`src/rtl/sdisp_pkg.sv`:
```
package sdisp_pkg;

    // widths fixed by the command word layout
    localparam int CMD_W    = 64;
    localparam int CORE_W   = 10;
    localparam int RA_W     = 16;
    localparam int DW       = 32;
    localparam int NB       = DW / 8;
    localparam int VEC_W    = 5;
    localparam int MBOX_W   = 3;

    // field positions inside the command word
    localparam int PAY_LSB  = 32;
    localparam int KEEP_LSB = 27;
    localparam int CORE_LSB = 16;
    localparam int MBOX_LSB = 2;

    typedef enum logic [1:0] {
        K_NONE,
        K_POST,
        K_MAIL,
        K_ANY
    } send_kind_e;

    typedef enum logic [2:0] {
        S_IDLE,
        S_LOOK,
        S_READ,
        S_WRITE,
        S_DONE
    } disp_state_e;

    typedef struct packed {
        send_kind_e          kind;
        logic [CORE_W-1:0]   core;
        logic [RA_W-1:0]     addr;
        logic [DW-1:0]       data;
        logic [NB-1:0]       keep;
    } send_op_t;

endpackage

```
`src/rtl/send_cmd_decode.sv`:
```
module send_cmd_decode
    import sdisp_pkg::*;
#(
    parameter int              PORT_W    = 12,
    parameter logic [PORT_W-1:0] POST_PORT = 12'h040,
    parameter logic [PORT_W-1:0] MAIL_PORT = 12'h048,
    parameter logic [PORT_W-1:0] ANY_PORT  = 12'h158,
    parameter logic [RA_W-1:0]   SET_REG   = 16'h0008,
    parameter logic [RA_W-1:0]   MBOX_BASE = 16'h0020
) (
    input  logic [PORT_W-1:0] cmd_port,
    input  logic [CMD_W-1:0]  cmd_data,
    output send_op_t          op
);

    logic [DW-1:0]     payload;
    logic [NB-1:0]     keep;
    logic [RA_W-1:0]   mbox_addr;
    logic [VEC_W-1:0]  vec;
    logic              unused_bits;

    assign payload     = cmd_data[PAY_LSB +: DW];
    assign keep        = cmd_data[KEEP_LSB +: NB];
    assign vec         = cmd_data[VEC_W-1:0];
    assign mbox_addr   = MBOX_BASE + RA_W'({cmd_data[MBOX_LSB +: MBOX_W], 2'b00});
    assign unused_bits = ^{cmd_data[31], cmd_data[26]};

    always_comb begin
        op      = '0;
        op.core = cmd_data[CORE_LSB +: CORE_W];
        if (cmd_port == POST_PORT) begin
            op.kind = K_POST;
            op.addr = SET_REG;
            op.data = DW'(1) << vec;
            op.keep = '0;
        end else if (cmd_port == MAIL_PORT) begin
            op.kind = K_MAIL;
            op.addr = mbox_addr;
            op.data = payload;
            op.keep = keep;
        end else if (cmd_port == ANY_PORT) begin
            op.kind = K_ANY;
            op.addr = cmd_data[RA_W-1:0];
            op.data = payload;
            op.keep = keep;
        end else begin
            op.kind = K_NONE;
        end
    end

endmodule

```
`src/rtl/send_byte_merge.sv`:
```
module send_byte_merge #(
    parameter int LANES = 4,
    localparam int W    = LANES * 8
) (
    input  logic [W-1:0]     old_word,
    input  logic [W-1:0]     new_word,
    input  logic [LANES-1:0] keep,
    output logic [W-1:0]     merged
);

    for (genvar b = 0; b < LANES; b++) begin : g_lane
        assign merged[b*8 +: 8] = keep[b] ? old_word[b*8 +: 8] : new_word[b*8 +: 8];
    end

endmodule

```
`src/rtl/send_ctrl.sv`:
```
module send_ctrl
    import sdisp_pkg::*;
(
    input  logic              clk,
    input  logic              rst_n,
    input  logic              cmd_valid,
    output logic              cmd_ready,
    input  send_op_t          op_in,
    input  logic              core_present,
    input  logic [DW-1:0]     merged,
    output logic [CORE_W-1:0] rq_core,
    output logic [RA_W-1:0]   rq_addr,
    output logic              rq_rd,
    output logic              rq_wr,
    output logic [DW-1:0]     rq_wdata,
    output logic [NB-1:0]     cur_keep,
    output logic              done,
    output logic              dropped
);

    typedef struct packed {
        disp_state_e st;
        send_op_t    op;
        logic        drop;
    } ctrl_t;

    ctrl_t q, d;

    always_comb begin
        d = q;
        unique case (q.st)
            S_IDLE: begin
                if (cmd_valid) begin
                    d.op = op_in;
                    if (op_in.kind == K_NONE) begin
                        d.drop = 1'b1;
                        d.st   = S_DONE;
                    end else begin
                        d.drop = 1'b0;
                        d.st   = S_LOOK;
                    end
                end
            end
            S_LOOK: begin
                if (!core_present) begin
                    d.drop = 1'b1;
                    d.st   = S_DONE;
                end else if (|q.op.keep) begin
                    d.st   = S_READ;
                end else begin
                    d.st   = S_WRITE;
                end
            end
            S_READ: begin
                d.op.data = merged;
                d.st      = S_WRITE;
            end
            S_WRITE: d.st = S_DONE;
            S_DONE:  d.st = S_IDLE;
            default: d.st = S_IDLE;
        endcase
    end

    always_ff @(posedge clk) begin
        if (!rst_n) begin
            q.st   <= S_IDLE;
            q.op   <= '0;
            q.drop <= 1'b0;
        end else begin
            q <= d;
        end
    end

    assign cmd_ready = (q.st == S_IDLE);
    assign rq_rd     = (q.st == S_READ);
    assign rq_wr     = (q.st == S_WRITE);
    assign done      = (q.st == S_DONE);
    assign dropped   = (q.st == S_DONE) && q.drop;
    assign rq_core   = q.op.core;
    assign rq_addr   = q.op.addr;
    assign rq_wdata  = q.op.data;
    assign cur_keep  = q.op.keep;

endmodule

```
`src/rtl/send_dispatch.sv`:
```
module send_dispatch
    import sdisp_pkg::*;
#(
    parameter int                PORT_W    = 12,
    parameter logic [PORT_W-1:0] POST_PORT = 12'h040,
    parameter logic [PORT_W-1:0] MAIL_PORT = 12'h048,
    parameter logic [PORT_W-1:0] ANY_GAP   = 12'h110,
    parameter logic [RA_W-1:0]   SET_REG   = 16'h0008,
    parameter logic [RA_W-1:0]   MBOX_BASE = 16'h0020,
    localparam logic [PORT_W-1:0] ANY_PORT = MAIL_PORT + ANY_GAP
) (
    input  logic              clk,
    input  logic              rst_n,
    input  logic              cmd_valid,
    output logic              cmd_ready,
    input  logic [PORT_W-1:0] cmd_port,
    input  logic [CMD_W-1:0]  cmd_data,
    output logic [CORE_W-1:0] rq_core,
    output logic [RA_W-1:0]   rq_addr,
    output logic              rq_rd,
    output logic              rq_wr,
    output logic [DW-1:0]     rq_wdata,
    input  logic [DW-1:0]     rq_rdata,
    input  logic              core_present,
    output logic              done,
    output logic              dropped
);

    send_op_t      dec_op;
    logic [DW-1:0] merged;
    logic [NB-1:0] cur_keep;

    send_cmd_decode #(
        .PORT_W   (PORT_W),
        .POST_PORT(POST_PORT),
        .MAIL_PORT(MAIL_PORT),
        .ANY_PORT (ANY_PORT),
        .SET_REG  (SET_REG),
        .MBOX_BASE(MBOX_BASE)
    ) u_dec (
        .cmd_port(cmd_port),
        .cmd_data(cmd_data),
        .op      (dec_op)
    );

    send_byte_merge #(.LANES(NB)) u_merge (
        .old_word(rq_rdata),
        .new_word(rq_wdata),
        .keep    (cur_keep),
        .merged  (merged)
    );

    send_ctrl u_ctrl (
        .clk         (clk),
        .rst_n       (rst_n),
        .cmd_valid   (cmd_valid),
        .cmd_ready   (cmd_ready),
        .op_in       (dec_op),
        .core_present(core_present),
        .merged      (merged),
        .rq_core     (rq_core),
        .rq_addr     (rq_addr),
        .rq_rd       (rq_rd),
        .rq_wr       (rq_wr),
        .rq_wdata    (rq_wdata),
        .cur_keep    (cur_keep),
        .done        (done),
        .dropped     (dropped)
    );

endmodule

```
`config.mk`:
```
export PLATFORM = sky130hd
export DESIGN_NAME = send_dispatch
export DESIGN_NICKNAME = d
export VERILOG_FILES = /design/src/rtl/sdisp_pkg.sv /design/src/rtl/send_cmd_decode.sv /design/src/rtl/send_byte_merge.sv /design/src/rtl/send_ctrl.sv /design/src/rtl/send_dispatch.sv
export SDC_FILE = /design/constraint.sdc
export NUM_CORES = 1
export LEC_CHECK = 0
export BUFFER_PORTS_ARGS = -buffer_cell sky130_fd_sc_hd__buf_2
export CAP_MARGIN = 40
export CORE_ASPECT_RATIO = 1.25
export CORE_UTILIZATION = 52
export CTS_CLUSTER_DIAMETER = 100
export DETAILED_ROUTE_END_ITERATION = 7
export GPL_TIMING_DRIVEN = 0
export MAX_ROUTING_LAYER = met4
export PLACE_DENSITY = 0.86
export SYNTH_ARGS = -nofsm -noshare
export SYNTH_HDL_FRONTEND = slang
export SYNTH_SLANG_ARGS = --single-unit
```
`constraint.sdc`:
```
create_clock -name clk -period 2.6 [get_ports clk]
set_input_delay 0.13 -clock clk [delete_from_list [all_inputs] [get_ports clk]]
set_output_delay 0.13 -clock clk [all_outputs]
set_load 0.01 [all_outputs]
```
==> results.md, run 1 <==
- The maximum fanout count along the critical path is 10.
- The first detailed-routing pass ran for 7 iterations.
- The internal power is 1.84 mW.
- STA classifies the critical path endpoint as an output port.
- In this run the power spent charging and discharging nets is 674 uW.
- In the final routed layout, each cell accounts on average for 17.1 um.
- Max-cap violations in this run came to 0.
- The signal arrival time at the worst endpoint is 1920 ps.
- Once detailed placement completed, the half-perimeter wirelength came to 10.1 mm.
- A synthesized cell averages 8.18 um^2.
- After clock tree synthesis, the flow added hold-fix buffers numbering 0.
- The run finished with clean final reports.
- In this run the core area contains 35 standard-cell rows.
- The total of fill cells in the finished design is 617.
- The number of instances resized during post-cts repair is 0.
- Subtracting the final worst setup slack from the clock period gives 2050 ps.
- In the final layout, flip-flops and latches occupy 0.00132 mm^2.
- The floorplan step set the die width to 81.6 um.
- Using the TritonRoute via totals, the vias-per-cell ratio works out to 5.89.
- The accumulated negative setup slack is 0 ps.
- The number of buffers on the longest clock path is 2.
- For the pin with the worst max-slew slack, the measured transition is 742 ps.
- The number of max-slew violations in the final report is 0.
- The count of state elements after synthesis is 66.
- The number of primary I/O pins is 175.
- The clock edge transition at the registers on the reported setup and hold paths is 80 ps.
- Of the total power, the clock network draws 39.7%.
- After detailed routing, the number of remaining DRC violations is 0.
- The congestion estimate from routability-driven global placement came to 0.891.
- The number of global-route vias before repair is 4,383.
- For this run, the register share of the synthesized area comes to 32.0%.
- Once detail routing completed, the nets flagged for antenna violations numbered 0.
- Across the VDD grid, the largest voltage drop is 0.364 mV.
- The switching share of power is 26.8%.
- Leaving out fill and tap cells, the most frequent cell in the layout is sky130_fd_sc_hd__buf_2.
- The clock tree root buffer cell is sky130_fd_sc_hd__clkbuf_8.
- The startpoint of the most critical setup path is u_ctrl.q[66].
- The number of antenna diodes in the final layout is 0.
- The final layout contains 797 nets.
- Setup repair after global routing left no endpoint under its margin.
- Setup violations remaining at the end of the flow were counted as 0.
- The leakage power of the design is 2.35 nW.
- The post-synthesis cell count is 504.
- Derived from the worst setup path, the maximum achievable clock frequency is 487 MHz.
- The die footprint is 0.00829 mm^2.
- Entering global routing, the biggest net connects 13 pins.
- The worst setup path is launched from a flop.
- The number of nets handed over by synthesis was 616.
- The die outline height is 102 um.
- The effective utilization at floorplan is 54.7%.
- The port buffer count is 170.
- Dividing total power by cell area gives a power density of 473 mW/mm^2.
- The wire length of the first global-routing pass is 20.7 mm.
- The startpoint identified for the worst register-to-register timing path is u_ctrl.q[66].
- The core box area is 0.00753 mm^2.
- The count of endpoints failing hold in the final timing report is 0.
- The share of cells above drive strength 1 is 42.5%.
- The final layout contains routed wiring with a total length of 13.4 mm.
- The number of buffers inserted during clock tree synthesis is 9.
- The hold path startpoint is cmd_data[17].
- Of the total power, registers draw 42.9%.
- The aggregate global routing overflow is 0.
- The path class of the tightest hold or removal check is in2reg.
- The clock latency on the worst-skew pair is 350 ps.
- The Yosys warning count is 0.
- The iteration-0 DRC count of the detailed router is 324.
- The total routing resource utilization after global routing is 33.9%.
- The tree built by TritonCTS fans out to 66 sinks.
- The critical path in this run is classified as reg2out.
- Between clock sinks in the finished design, the worst skew comes to 6.53 ps.
- The number of antenna violations at the first check in global routing is 0.
- The area of the multi-input gates is 0.00213 mm^2.
- At the worst endpoint, the required time is 2470 ps.
- Leaving out fill and tap cells, the most frequent cells in the layout are sky130_fd_sc_hd__buf_2, sky130_fd_sc_hd__dfxtp_1, sky130_fd_sc_hd__buf_4.
- The number of different library cells used by synthesis comes to 44.
- The post-CTS setup buffer count is 0.
- The number of H-tree levels is 3.
- Summing every instance area after synthesis gives 0.00412 mm^2.
- The fraction of the cycle the final worst path needs is 79.0%.
- The worst-case headroom to the max-slew limit is 50.5%.
- TritonCTS built the clock tree.
- The power consumption is 2.51 mW.
- In this run, the combinational gates consume 17.4% of the power.
- The number of vias after detailed routing is 4,609.
- From synthesis to final layout, the design area changed by 29.0%.
-- state kept, by name, indices dropped and copies added (netlist names) --
name	cells
u_ctrl.cur_keep	4
u_ctrl.q	4
u_ctrl.rq_addr	16
u_ctrl.rq_core	10
u_ctrl.rq_wdata	32
-- power groups by stage --
stage	Sequential [mW]	Combinational, mW	Clock (mW)
final	1.08	0.438	0.996
after global routing	1.08	0.476	1.03
after CTS	1.08	0.433	0.992
after detailed placement	1.10	0.431	0
after global placement	1.10	0.419	0
after floorplan	1.09	0.254	0
-- cell usage after synthesis --
cell type | instances | share of area (%)
sky130_fd_sc_hd__a21boi_0 | 10 | 1.8
sky130_fd_sc_hd__a21oi_1 | 34 | 4.1
sky130_fd_sc_hd__a22oi_1 | 1 | 0.18
sky130_fd_sc_hd__a32o_1 | 1 | 0.24
sky130_fd_sc_hd__a32oi_1 | 19 | 4.0
sky130_fd_sc_hd__a41o_1 | 1 | 0.24
sky130_fd_sc_hd__and2_1 | 4 | 0.61
sky130_fd_sc_hd__and3_1 | 2 | 0.30
sky130_fd_sc_hd__and4bb_2 | 1 | 0.30
sky130_fd_sc_hd__buf_1 | 2 | 0.18
sky130_fd_sc_hd__buf_2 | 12 | 1.5
sky130_fd_sc_hd__buf_4 | 58 | 11
sky130_fd_sc_hd__buf_6 | 3 | 0.82
sky130_fd_sc_hd__clkbuf_1 | 30 | 2.7
sky130_fd_sc_hd__dfxtp_1 | 66 | 32
sky130_fd_sc_hd__inv_1 | 6 | 0.55
sky130_fd_sc_hd__nand2_1 | 28 | 2.5
sky130_fd_sc_hd__nand2b_1 | 4 | 0.61
sky130_fd_sc_hd__nand3_1 | 32 | 3.9
sky130_fd_sc_hd__nand3b_1 | 29 | 5.3
sky130_fd_sc_hd__nand4_1 | 7 | 1.1
sky130_fd_sc_hd__nand4_2 | 1 | 0.30
sky130_fd_sc_hd__nor2_1 | 11 | 1.0
sky130_fd_sc_hd__nor2b_1 | 24 | 3.6
sky130_fd_sc_hd__nor3_1 | 23 | 2.8
sky130_fd_sc_hd__nor3_2 | 1 | 0.24
sky130_fd_sc_hd__nor3b_1 | 1 | 0.18
sky130_fd_sc_hd__nor3b_2 | 1 | 0.30
sky130_fd_sc_hd__nor4_1 | 8 | 1.2
sky130_fd_sc_hd__nor4b_1 | 1 | 0.21
sky130_fd_sc_hd__nor4b_4 | 1 | 0.58
sky130_fd_sc_hd__o211ai_1 | 4 | 0.73
sky130_fd_sc_hd__o21a_1 | 1 | 0.18
sky130_fd_sc_hd__o21ai_0 | 36 | 4.4
sky130_fd_sc_hd__o221a_1 | 5 | 1.4
sky130_fd_sc_hd__o221a_2 | 27 | 7.4
sky130_fd_sc_hd__o311ai_2 | 1 | 0.39
sky130_fd_sc_hd__o32a_1 | 1 | 0.24
sky130_fd_sc_hd__o41ai_1 | 1 | 0.21
sky130_fd_sc_hd__or2_1 | 2 | 0.30
sky130_fd_sc_hd__or2_2 | 1 | 0.15
sky130_fd_sc_hd__or3b_1 | 1 | 0.21
sky130_fd_sc_hd__or4_1 | 1 | 0.18
sky130_fd_sc_hd__xnor2_1 | 1 | 0.21
-- worst max-delay path: stages, from the launching register on --
cell	delay, ps
sky130_fd_sc_hd__dfxtp_1	420
sky130_fd_sc_hd__clkbuf_1	450
sky130_fd_sc_hd__buf_2	320
sky130_fd_sc_hd__nor3b_1	90
sky130_fd_sc_hd__and2_1	150
sky130_fd_sc_hd__buf_2	130
-- worst paths after layout --
| path | to | slack (ps) | cells after the start |
|---|---|---|---|
| worst max register to register | u_ctrl.rq_wdata[18] | 620 | 4 |
| worst min-delay path | u_ctrl.rq_core[1] | 20 | 3 |
| worst max-delay path | dropped | 550 | 5 |
| worst min register to register | u_ctrl.rq_core[2] | 470 | 2 |
-- area by class of cell --
type                       instances  area share, %
buffer                           105           12.2
clock buffer                      10           2.59
clock inverter                     6           1.69
inverter                           6          0.424
multi-input combinational        327           40.1
sequential                        66           24.9
tap                               92           2.17
timing repair buffer             170           16.0
-- through the flow --
step / instances / area (um^2) / setup WS [ps] / hold slack [ps] / utilization (%)
3_3_place_gp: 766 / 5090 / 644 / 380 / 67.6
3_5_place_dp: 766 / 5090 / 662 / 390 / 67.6
5_1_grt: 782 / 5320 / 426 / 25.2 / 70.6
6_report: 782 / 5320 / 547 / 21.7 / 70.6
4_1_cts: 782 / 5320 / 569 / 14.0 / 70.6
2_1_floorplan: 504 / 4120 / 929 / 275 / -
-- routing by layer --
metal  share of wire, %  vias to the layer above  track usage (%)
met5                  0                        -                -
met1                 40                     2136             38.8
met3                7.4                       45             4.95
met2                 50                      256             57.3
met4                2.9                        0             16.1
li1                   -                     2172                -
-- cell families after synthesis --
group / Yosys count / share of synthesized area (%)
AOI/OAI and AO/OA: 142 / 25.5
xor gates and xnor gates: 1 / 0.212
buffers and inverters: 111 / 16.3
DFF: 66 / 32.0
and+or+nand+nor: 184 / 25.9
Power figures use the tool's default switching activity.
==> inputs of run 2 (changes only) <==
Settings changed: CORE_UTILIZATION 52 to 44, PLACE_DENSITY 0.86 to 0.78.
Clock period 2.6 ns to 1.74 ns, I/O delays scaled along.
==> run 2 against run 1 <==
The run now ends with negative setup slack left. Die area rose by 18%. Clock power rose by 80%. Total power is 63% higher. Sequential share of layout area is 1.5 points lower. Clock skew shrank 0.72 ps. Sequential power grew 49%. First-iteration DRC count fell by 15%. Via count down 0.95%. Worst hold slack got worse by 14 ps. Utilization shrank 8.3 points. Clock-buffer cell count is 2 higher. Cell count increased by 4.9%. Largest cell class unchanged. Largest power group is now the clock network.
==> results.md, run 2 (synthesis gave the netlist of run 1 again) <==
- The number of nets at the end of the flow is 805.
- The number of antenna violations at the first check in global routing is 0.
- The number of max-slew violations in the final report is 0.
- The number of routed nets with antenna violations is 0.
- For this block, the initial DRC count from the detailed router was 274.
- The time the worst path needs with I/O delays and setup is 1780 ps.
- Leaving out fill and tap cells, the most frequent cell in the layout is sky130_fd_sc_hd__buf_2.
- The leakage power of the design is 2.49 nW.
- The detailed router placed 4,565 vias in this run.
- The final non-filler cell total is 820.
- TritonCTS built the clock tree.
- The port buffer count is 170.
- The number of buffers on the longest clock path is 2.
- The accumulated negative setup slack is -61.8 ps.
- The power per cell area is 723 mW/mm^2.
- The checks that failed: negative setup slack.
- The largest net degree at the start of global routing is 11.
- The clock arrives with 5.81 ps of skew.
- The count of endpoints failing hold in the final timing report came to 0.
- Buffers inserted during clock tree synthesis total 9.
- The clock latency on the worst-skew pair is 330 ps.
- The cell sitting at the root of the clock tree is a sky130_fd_sc_hd__clkbuf_16.
- After routing the design area is 0.00568 mm^2.
- STA classifies the critical path startpoint as a flop.
- The clock tree synthesis step divided the H-tree into 3 levels.
- The effective utilization at floorplan is 45.2%.
- The post-route netlist has 48.4% of its cells at a drive strength greater than 1.
- The maximum fanout count along the critical path is 10.
- The worst pin sits at a relative slew slack of 48.6%.
- The per-cell via count in the routed design is 5.57.
- The die covers 0.00976 mm^2.
- The clock edge transition at the registers on the reported setup and hold paths is 60 ps.
- The number of search-and-repair iterations in the first detailed-routing pass is 5.
- 0 antenna diodes ended up in the layout.
- The count of placed standard cells including taps is 797.
- Routability-driven placement finished with a final weighted congestion of 0.939.
- The die outline height is 110 um.
- Wires add up to 13.9 mm.
- After detailed placement, the total cell area comes to 0.00513 mm^2.
- Wire segments on met2 add up to 7.00 mm in the final route.
- Setup repair after global routing could not meet its margin everywhere.
- Hold is met by 7.28 ps.
- For the pin with the worst max-slew slack, the measured transition is 763 ps.
- Summed over all nets, wire length on met3 after detailed routing comes to 801 um.
- The required time at the worst-slack endpoint is 1960 ps.
- The number of flip-flops under the largest register name is 32.
- The worst setup path is of the reg2reg kind.
- The run finished, with violations left.
- The number of hold buffers added after CTS was 0.
- The fraction of the cycle the final worst path needs is 102%.
- The tightest min-delay check is of the in2reg type.
- The final setup violation count is 2.
- The die is 88.6 um wide.
- The total routing resource utilization after global routing is 28.6%.
- The final worst-path setup slack is -37.2 ps.
- The highest metal layer with signal wires is met4.
- Dividing the detail-routed wire length by the instance count gives 16.9 um.
- In the routed design, unresolved DRC markers number 0.
- IR analysis of the VDD net gives a maximum drop of 0.598 mV.
- The aggregate global routing overflow is 0.
- The fmax is 563 MHz.
- The number of maximum-capacitance constraint violations is 0.
- The TritonCTS sink count is 66.
- Detailed placement ended at an HPWL of 10.5 mm.
- The number of primary I/O pins is 175.
- The top cell types in the final layout, fill and taps aside, are sky130_fd_sc_hd__buf_2, sky130_fd_sc_hd__buf_4, sky130_fd_sc_hd__dfxtp_1.
- The first global-routing pass estimated 20.3 mm of wire.
- The number of global-route vias before repair is 4,193.
- The core box area is 0.00913 mm^2.
- The type of destination of the critical path is a flop.
- The signal arrival time at the worst endpoint is 2000 ps.
- The synthesis-to-layout area growth is 37.8%.
- After floorplanning, the core was divided into 39 placement rows.
- In the final routing, the length of wire on met1 measures 5.69 mm.
run 2: per-stage QoR:
stage          utilization, %  worst slack (ps)  power [mW]
2_1_floorplan               -              68.8        2.01
3_3_place_gp             56.2              -225        2.28
3_5_place_dp             56.2              -250        2.29
4_1_cts                  59.9             -4.24        4.06
5_1_grt                  62.2             -55.4        4.25
6_report                 62.2             -37.2        4.10
run 2: critical path: stages (launching register included):
cell and delay, ps:
sky130_fd_sc_hd__dfxtp_1 300, sky130_fd_sc_hd__buf_6 130, sky130_fd_sc_hd__or3b_4 370, sky130_fd_sc_hd__nand4_1 230
sky130_fd_sc_hd__buf_4 210, sky130_fd_sc_hd__o21ai_0 150, sky130_fd_sc_hd__o221a_2 280
run 2: area by class of cell:
| type | count | area [um^2] |
|---|---|---|
| Sequential cell | 66 | 1320 |
| Fill cell | 804 | 3450 |
| Inverter | 6 | 22.5 |
| Buffer | 104 | 689 |
| Tap cell | 123 | 154 |
| Clock buffer | 12 | 246 |
| Multi-Input combinational cell | 327 | 2270 |
| Clock inverter | 3 | 40.0 |
| Timing Repair Buffer | 179 | 931 |
run 2: metal layers:
layer	vias to the layer above	track usage (%)
met5	-	-
li1	2188	-
met2	209	49.2
met1	2134	32.7
met4	0	13.8
met3	34	3.43
run 2: path summary, 6_finish.rpt:
| kind | start | to | slack (ps) | cells after the start |
|---|---|---|---|---|
| max | u_ctrl.q[65] | u_ctrl.rq_wdata[10] | -40 | 6 |
| min | cmd_data[18] | u_ctrl.rq_core[2] | 7 | 3 |
| max reg2reg | u_ctrl.q[65] | u_ctrl.rq_wdata[10] | -40 | 6 |
| min reg2reg | u_ctrl.rq_core[1] | u_ctrl.rq_core[1] | 470 | 2 |
run 2: timing repair:
action                                  CTS  global route
endpoints found under the setup margin   57            50
resized for setup                        17            48
pin swaps                                 0             6
endpoints found under the hold margin     0             0
buffers inserted                          2             7
cloned                                    0             0
run 2: report_power, final:
group / internal (mW) / switching (mW)
clock network: 1.14 / 0.652
logic: 0.356 / 0.346
registers: 1.58 / 0.0388
total: 3.07 / 1.04
